**config.mk**
```make
export PLATFORM = sky130hd
export DESIGN_NAME = stsi_tag_inserter
export DESIGN_NICKNAME = d
export VERILOG_FILES = /design/src/rtl/stsi_pkg.sv /design/src/rtl/stsi_portmask.sv /design/src/rtl/stsi_tpid_detect.sv /design/src/rtl/stsi_seq.sv /design/src/rtl/stsi_tag_inserter.sv
export SDC_FILE = /design/constraint.sdc
export NUM_CORES = 1
export LEC_CHECK = 0
export BUFFER_PORTS_ARGS = -buffer_cell sky130_fd_sc_hd__buf_4
export CORE_MARGIN = 5
export CORE_UTILIZATION = 62
export DETAILED_ROUTE_END_ITERATION = 12
export PLACE_DENSITY = 0.86
export SLEW_MARGIN = 20
export SYNTH_ARGS = -nofsm -noshare
export SYNTH_HDL_FRONTEND = slang
export SYNTH_SLANG_ARGS = --single-unit
```
**constraint.sdc**
```tcl
create_clock -name clk -period 3.4 [get_ports clk]
set_input_delay 0.17 -clock clk [delete_from_list [all_inputs] [get_ports clk]]
set_output_delay 0.17 -clock clk [all_outputs]
set_load 0.05 [all_outputs]
```
**src/rtl/stsi_pkg.sv**
```systemverilog
package stsi_pkg;

    localparam int unsigned STSI_ADDR_LEN = 12;
    localparam int unsigned STSI_CNT_W    = $clog2(STSI_ADDR_LEN + 1);
    localparam int unsigned STSI_BYTE_W   = 8;

    typedef enum logic [3:0] {
        S_ADDR  = 4'd0,
        S_HOLD0 = 4'd1,
        S_HOLD1 = 4'd2,
        S_TAG0  = 4'd3,
        S_TAG1  = 4'd4,
        S_TAG2  = 4'd5,
        S_TAG3  = 4'd6,
        S_ET0   = 4'd7,
        S_ET1   = 4'd8,
        S_BODY  = 4'd9
    } seq_state_e;

    typedef struct packed {
        seq_state_e             st;
        logic [STSI_CNT_W-1:0]  cnt;
        logic [STSI_BYTE_W-1:0] hold_hi;
        logic [STSI_BYTE_W-1:0] hold_lo;
        logic                   hold_last;
        logic                   is_vlan;
        logic                   hint;
        logic [STSI_BYTE_W-1:0] mask;
        logic                   ovalid;
        logic [STSI_BYTE_W-1:0] odata;
        logic                   olast;
        logic                   herr;
    } seq_regs_t;

endpackage

```
**src/rtl/stsi_portmask.sv**
```systemverilog
module stsi_portmask #(
    parameter int unsigned PORT_W = 3,
    parameter int unsigned MASK_W = 6,
    parameter int unsigned BYTE_W = 8
) (
    input  logic [PORT_W-1:0] port_idx,
    output logic [BYTE_W-1:0] port_mask
);

    // One-hot decode; bits at or above MASK_W are never set.
    for (genvar i = 0; i < BYTE_W; i++) begin : g_bit
        if (i < MASK_W) begin : g_live
            assign port_mask[i] = (port_idx == PORT_W'(i));
        end else begin : g_dead
            assign port_mask[i] = 1'b0;
        end
    end

endmodule

```
**src/rtl/stsi_tpid_detect.sv**
```systemverilog
module stsi_tpid_detect #(
    parameter logic [7:0] TPID_HI = 8'h81,
    parameter logic [7:0] TPID_LO = 8'h00
) (
    input  logic [7:0] byte_hi,
    input  logic [7:0] byte_lo,
    output logic       is_vlan
);

    always_comb begin
        is_vlan = (byte_hi == TPID_HI) && (byte_lo == TPID_LO);
    end

endmodule

```
**src/rtl/stsi_seq.sv**
```systemverilog
module stsi_seq
    import stsi_pkg::*;
(
    input  logic                   clk,
    input  logic                   rst_n,
    input  logic [STSI_BYTE_W-1:0] s_tdata,
    input  logic                   s_tvalid,
    input  logic                   s_tlast,
    output logic                   s_tready,
    input  logic [STSI_BYTE_W-1:0] port_mask,
    input  logic                   hint_in,
    input  logic                   vlan_match,
    output logic [STSI_BYTE_W-1:0] held_hi,
    output logic [STSI_BYTE_W-1:0] m_tdata,
    output logic                   m_tvalid,
    input  logic                   m_tready,
    output logic                   m_tlast,
    output logic                   hint_err
);

    localparam logic [STSI_CNT_W-1:0] LAST_ADDR = STSI_CNT_W'(STSI_ADDR_LEN - 1);

    seq_regs_t r_d, r_q;
    logic      adv;
    logic      take;

    always_comb begin
        r_d      = r_q;
        r_d.herr = 1'b0;
        adv      = !r_q.ovalid || m_tready;
        s_tready = adv && (r_q.st inside {S_ADDR, S_HOLD0, S_HOLD1, S_BODY});
        take     = s_tready && s_tvalid;

        if (adv) begin
            r_d.ovalid = 1'b0;
            r_d.olast  = 1'b0;
            case (r_q.st)
                S_ADDR: begin
                    if (take) begin
                        r_d.ovalid = 1'b1;
                        r_d.odata  = s_tdata;
                        r_d.olast  = s_tlast;
                        if (r_q.cnt == '0) begin
                            r_d.mask = port_mask;
                            r_d.hint = hint_in;
                        end
                        if (s_tlast) begin
                            r_d.cnt = '0;
                        end else if (r_q.cnt == LAST_ADDR) begin
                            r_d.cnt = '0;
                            r_d.st  = S_HOLD0;
                        end else begin
                            r_d.cnt = r_q.cnt + 1'b1;
                        end
                    end
                end
                S_HOLD0: begin
                    if (take) begin
                        r_d.hold_hi = s_tdata;
                        if (s_tlast) begin
                            r_d.ovalid = 1'b1;
                            r_d.odata  = s_tdata;
                            r_d.olast  = 1'b1;
                            r_d.st     = S_ADDR;
                        end else begin
                            r_d.st = S_HOLD1;
                        end
                    end
                end
                S_HOLD1: begin
                    if (take) begin
                        r_d.hold_lo   = s_tdata;
                        r_d.hold_last = s_tlast;
                        r_d.is_vlan   = vlan_match;
                        r_d.herr      = (r_q.hint != vlan_match);
                        r_d.st        = S_TAG0;
                    end
                end
                S_TAG0: begin
                    r_d.ovalid = 1'b1;
                    r_d.odata  = {{(STSI_BYTE_W-1){1'b0}}, r_q.is_vlan};
                    r_d.st     = S_TAG1;
                end
                S_TAG1: begin
                    r_d.ovalid = 1'b1;
                    r_d.odata  = r_q.mask;
                    if (r_q.is_vlan) begin
                        r_d.olast = r_q.hold_last;
                        r_d.st    = r_q.hold_last ? S_ADDR : S_BODY;
                    end else begin
                        r_d.st = S_TAG2;
                    end
                end
                S_TAG2: begin
                    r_d.ovalid = 1'b1;
                    r_d.odata  = '0;
                    r_d.st     = S_TAG3;
                end
                S_TAG3: begin
                    r_d.ovalid = 1'b1;
                    r_d.odata  = '0;
                    r_d.st     = S_ET0;
                end
                S_ET0: begin
                    r_d.ovalid = 1'b1;
                    r_d.odata  = r_q.hold_hi;
                    r_d.st     = S_ET1;
                end
                S_ET1: begin
                    r_d.ovalid = 1'b1;
                    r_d.odata  = r_q.hold_lo;
                    r_d.olast  = r_q.hold_last;
                    r_d.st     = r_q.hold_last ? S_ADDR : S_BODY;
                end
                S_BODY: begin
                    if (take) begin
                        r_d.ovalid = 1'b1;
                        r_d.odata  = s_tdata;
                        r_d.olast  = s_tlast;
                        if (s_tlast) begin
                            r_d.st = S_ADDR;
                        end
                    end
                end
                default: begin
                    r_d.st  = S_ADDR;
                    r_d.cnt = '0;
                end
            endcase
        end
    end

    always_ff @(posedge clk) begin
        if (!rst_n) begin
            r_q <= '0;
        end else begin
            r_q <= r_d;
        end
    end

    assign held_hi  = r_q.hold_hi;
    assign m_tdata  = r_q.odata;
    assign m_tvalid = r_q.ovalid;
    assign m_tlast  = r_q.olast;
    assign hint_err = r_q.herr;

endmodule

```
**src/rtl/stsi_tag_inserter.sv**
```systemverilog
module stsi_tag_inserter
    import stsi_pkg::*;
#(
    parameter int unsigned PORT_W  = 3,
    parameter int unsigned MASK_W  = 6,
    parameter logic [7:0]  TPID_HI = 8'h81,
    parameter logic [7:0]  TPID_LO = 8'h00
) (
    input  logic              clk,
    input  logic              rst_n,
    input  logic [7:0]        s_tdata,
    input  logic              s_tvalid,
    output logic              s_tready,
    input  logic              s_tlast,
    input  logic [PORT_W-1:0] dst_port,
    input  logic              vlan_hint,
    output logic [7:0]        m_tdata,
    output logic              m_tvalid,
    input  logic              m_tready,
    output logic              m_tlast,
    output logic              hint_err
);

    logic [STSI_BYTE_W-1:0] port_mask;
    logic [STSI_BYTE_W-1:0] held_hi;
    logic                   vlan_match;

    stsi_portmask #(
        .PORT_W (PORT_W),
        .MASK_W (MASK_W),
        .BYTE_W (STSI_BYTE_W)
    ) u_mask (
        .port_idx  (dst_port),
        .port_mask (port_mask)
    );

    stsi_tpid_detect #(
        .TPID_HI (TPID_HI),
        .TPID_LO (TPID_LO)
    ) u_detect (
        .byte_hi (held_hi),
        .byte_lo (s_tdata),
        .is_vlan (vlan_match)
    );

    stsi_seq u_seq (
        .clk        (clk),
        .rst_n      (rst_n),
        .s_tdata    (s_tdata),
        .s_tvalid   (s_tvalid),
        .s_tlast    (s_tlast),
        .s_tready   (s_tready),
        .port_mask  (port_mask),
        .hint_in    (vlan_hint),
        .vlan_match (vlan_match),
        .held_hi    (held_hi),
        .m_tdata    (m_tdata),
        .m_tvalid   (m_tvalid),
        .m_tready   (m_tready),
        .m_tlast    (m_tlast),
        .hint_err   (hint_err)
    );

endmodule

```
==> impl_summary.log <==
INFO  metric io_buffers = 28
INFO  metric async_flop_share = 0
INFO  metric run_status = complete, no violations
INFO  metric r2r.worst_path.cells = 4
INFO  metric pd_cells = around 480 mW/mm2
INFO  metric timing.critical_path.fanout_max = 14
INFO  metric io-pin-count = 29
INFO  metric setup.worst_path.end_class = register
INFO  metric tightestPinTransition = 0.7193 ns
INFO  metric syn_inst = 258
INFO  metric avgRoutedWirePerCell = 15.79 um
INFO  metric pwr-share-clk = 0.276
INFO  metric drv.max_cap_violation_count = 0
INFO  metric synth.lib_cells_used.distinct = 49
INFO  metric crit_path_cell_trace = nor2_2, nand4_4, or4b_1, a21boi_1
INFO  metric clock-skew-final = about 0.0067 ns
INFO  metric dp_hpwl = about 3600 um
INFO  metric timing.setup.tns = 0 ns
INFO  metric insertedDiodeCount = 0
INFO  metric grt.total_usage = 0.2143
INFO  metric post_cts_resize_count = 0
INFO  metric synth_top_flop_cell = sky130_fd_sc_hd__dfxtp_1
INFO  metric starting_density_of_the_core = 0.6346
INFO  metric syn2layout_area_growth = 10.83%
INFO  metric timing.final.setup_violations = 0
INFO  metric totalWireLength = between 5000 and 6000 um
INFO  metric crit_path_max_incr_delay = 0.55 ns
INFO  metric layout_min_cycle_time = 2.023 ns
INFO  metric timing.fmax = 494.4 MHz
INFO  metric clk_transition_reported_paths = about 0.080 ns
INFO  metric grt_pass1_wl = 8756 um
INFO  metric number_of_antenna_violations_at_the_first_check_in_global_routing = 0
INFO  metric internal_power = about 0.83 mW
INFO  metric clock_insertion_delay_worst_skew = 0.29 ns
INFO  metric via_count = 1945
INFO  metric cp_data_arrival_time = 2.25 ns
INFO  metric start_kind = register
INFO  metric maxSlewViolCount = 0
INFO  metric cts.hold.buffers_added = 0
INFO  metric reg2reg_setup_slack = between 1 and 1.5 ns
INFO  metric number_of_global_route_vias_before_repair = 1935
INFO  metric tritoncts.num_buffers = 5
INFO  metric finalNetCount = just under 300
INFO  metric grt_start_max_net_pins = 48
INFO  metric cts_tree = yes
INFO  metric htree_num_levels = 2
INFO  metric globalplace.congestion = 0.7926
INFO  metric drive_gt1_frac = 0.1538
INFO  metric clock-root-buffer = sky130_fd_sc_hd__clkbuf_8
INFO  metric fp.coreArea = 0.003606 mm2
INFO  metric post_synth_edffs = 0
INFO  metric finalHoldViolations = 0
INFO  metric grt_overflow = 0
INFO  metric p_switching = 0.4009 mW
INFO  metric synth_largest_area_cell = sky130_fd_sc_hd__dfxtp_1
INFO  metric slew_headroom = 0.5190
INFO  metric reg2reg_from = u_seq.r_q[42]
INFO  metric worst-endpoint-required = 3.63 ns
INFO  metric leakage = between 1 and 1.5 nW
INFO  metric critical_path_class = register to register
INFO  metric die_h = ~71 um
INFO  metric synth.yosys.seq_area_share = 0.3849
INFO  metric seqPwrFrac = 0.467
INFO  metric critical_path.startpoint = u_seq.r_q[42]
INFO  metric yosys_register_bits = 44
INFO  metric p_comb_frac = 0.257
INFO  metric crit-reg2reg-capture = u_seq.r_q[12]
INFO  metric min_from = vlan_hint
INFO  metric max-vdd-ir-drop = approximately 0.38 mV
INFO  metric drt_iter0_markers = 196
INFO  metric switching_share = 0.3266
INFO  metric cts_setup_buffers = 0
INFO  metric max-clock-path-buffers = 2
INFO  metric setup.worst_path.end = u_seq.r_q[12]
INFO  metric drt_pass1_iterations = 5
INFO  metric std_cell_rows = 22
INFO  metric drc = 0
INFO  metric syn-num-nets = 277
INFO  metric die-area = 0.005006 mm2
INFO  metric postPlaceCellArea = 0.002442 mm2
INFO  metric synth_top_cells_by_count = sky130_fd_sc_hd__dfxtp_1 (44), sky130_fd_sc_hd__nor2b_1 (24), sky130_fd_sc_hd__nor2_1 (18)
INFO  metric rsz0062_at_grt = no
INFO  metric hold_removal_path_class = primary input to register
INFO  metric via_per_inst = around 6
INFO  metric final_design_area_no_fill = 0.002536 mm2
INFO  metric number_of_sinks_driven_by_the_clock_tree = 44
INFO  metric dieWidth = 70.76 um
INFO  metric filler_cell_count = just over 300
INFO  metric netlist.area_leader.share = 0.3849
INFO  metric ys_warn_count = 0
INFO  metric synth.top_cells.by_area = sky130_fd_sc_hd__dfxtp_1 (38%), sky130_fd_sc_hd__mux2i_1 (7.4%), sky130_fd_sc_hd__nor2b_1 (6.6%)
INFO  metric mappedNetlistArea = 0.002288 mm2
INFO  metric drtAntennaViolNets = 0
INFO  metric critical-path-slowest-cell = sky130_fd_sc_hd__nor2_2
INFO  metric stdcell_count = 321
INFO  metric post-route-period-util = 0.5949
INFO  metric synth.most_common_cell = sky130_fd_sc_hd__dfxtp_1
INFO  metric synth_area_per_cell = 8.870 um2
INFO  metric placed_cells = 313
metal layers:
metal	track usage	share of wire	vias to the layer above
met2	0.3522	0.49	53
met4	0.1065	0.026	0
met3	0.05398	0.048	12
li1	-	-	966
met1	0.2599	0.44	914
met5	0	0	-
how the worst min path moves through the flow:
stage               slack (ns)  depth (start not counted)             to
global route              0.16                          3  u_seq.r_q[19]
CTS                       0.14                          3  u_seq.r_q[19]
detailed placement        0.45                          3  u_seq.r_q[19]
finish                    0.14                          3  u_seq.r_q[19]
floorplan                 0.32                          2  u_seq.r_q[19]
global placement          0.45                          3  u_seq.r_q[19]
area by class of cell:
class,count,area [um2],area share
timing repair buffer,29,217.7,0.08584
sequential,44,880.8,0.3473
clock buffer,7,86.33,0.03404
inverter,5,18.77,0.007400
tap,48,60.06,0.02368
clock inverter,1,7.507,0.002960
multi-input combinational,187,1265,0.4988
metrics by stage:
stage / total power [mW] / hold WS, ns / setup slack, ns / util
floorplan: 0.8316 / 0.3174 / 1.663 / -
global placement: 0.8945 / 0.4455 / 1.440 / 0.6773
detailed placement: 0.8973 / 0.4513 / 1.433 / 0.6773
CTS: 1.234 / 0.1355 / 1.382 / 0.7033
global route: 1.289 / 0.1627 / 1.179 / 0.7033
finish: 1.227 / 0.1405 / 1.377 / 0.7033
critical path: cells and delay by family (launching register included):
| family | cells | cell delay (ns) |
|---|---|---|
| AO/OA/AOI/OAI | 1 | 0.16 |
| flip-flops | 1 | 0.43 |
| AND/OR/NAND/NOR | 3 | 1.36 |
layout by cell type, fill, tap and decap left out, types with 2 or more instances in the layout:
master,n
sky130_fd_sc_hd__dfxtp_1,44
sky130_fd_sc_hd__buf_4,29
sky130_fd_sc_hd__nor2b_1,24
sky130_fd_sc_hd__nor2_1,18
sky130_fd_sc_hd__mux2i_1,17
sky130_fd_sc_hd__nand2_1,16
sky130_fd_sc_hd__a21oi_1,13
sky130_fd_sc_hd__o21ai_0,12
sky130_fd_sc_hd__a21boi_0,8
sky130_fd_sc_hd__nand2b_1,6
sky130_fd_sc_hd__nor4_1,6
sky130_fd_sc_hd__clkbuf_8,6
sky130_fd_sc_hd__inv_1,5
sky130_fd_sc_hd__nand3_1,5
sky130_fd_sc_hd__nor3b_1,5
sky130_fd_sc_hd__a22oi_1,5
sky130_fd_sc_hd__a221oi_1,5
sky130_fd_sc_hd__o211ai_1,4
sky130_fd_sc_hd__and2_1,3
sky130_fd_sc_hd__o31ai_1,3
sky130_fd_sc_hd__nand4_1,3
sky130_fd_sc_hd__a222oi_1,3
sky130_fd_sc_hd__nand3b_1,2
sky130_fd_sc_hd__o21a_1,2
sky130_fd_sc_hd__a31oi_1,2
sky130_fd_sc_hd__nand4b_1,2
sky130_fd_sc_hd__ha_1,2
flip-flops by register name (all words and copies together) (netlist names):
signal and flops:
u_seq.held_hi 8, u_seq.r_q 25, u_seq.m_tvalid 1, u_seq.hint_err 1
u_seq.m_tdata 8, u_seq.m_tlast 1
cell families after synthesis:
kind of cell	Yosys count	share of synthesized area
AND/OR/NAND/NOR	99	0.2537
adder cells (fa/ha/maj)	2	0.01093
buffers and inverters	27	0.06233
AO/OA/AOI/OAI	68	0.2100
XOR/XNOR	1	0.003828
flip-flops	44	0.3849
multiplexers	17	0.07436
power groups by stage:
stage | Clock [mW] | Combinational (mW) | Sequential, mW
finish | 0.339 | 0.315 | 0.573
global route | 0.369 | 0.341 | 0.579
CTS | 0.346 | 0.315 | 0.573
detailed placement | 0 | 0.312 | 0.585
global placement | 0 | 0.310 | 0.584
floorplan | 0 | 0.248 | 0.584
Note: power is estimated with default switching activity, not from simulation.
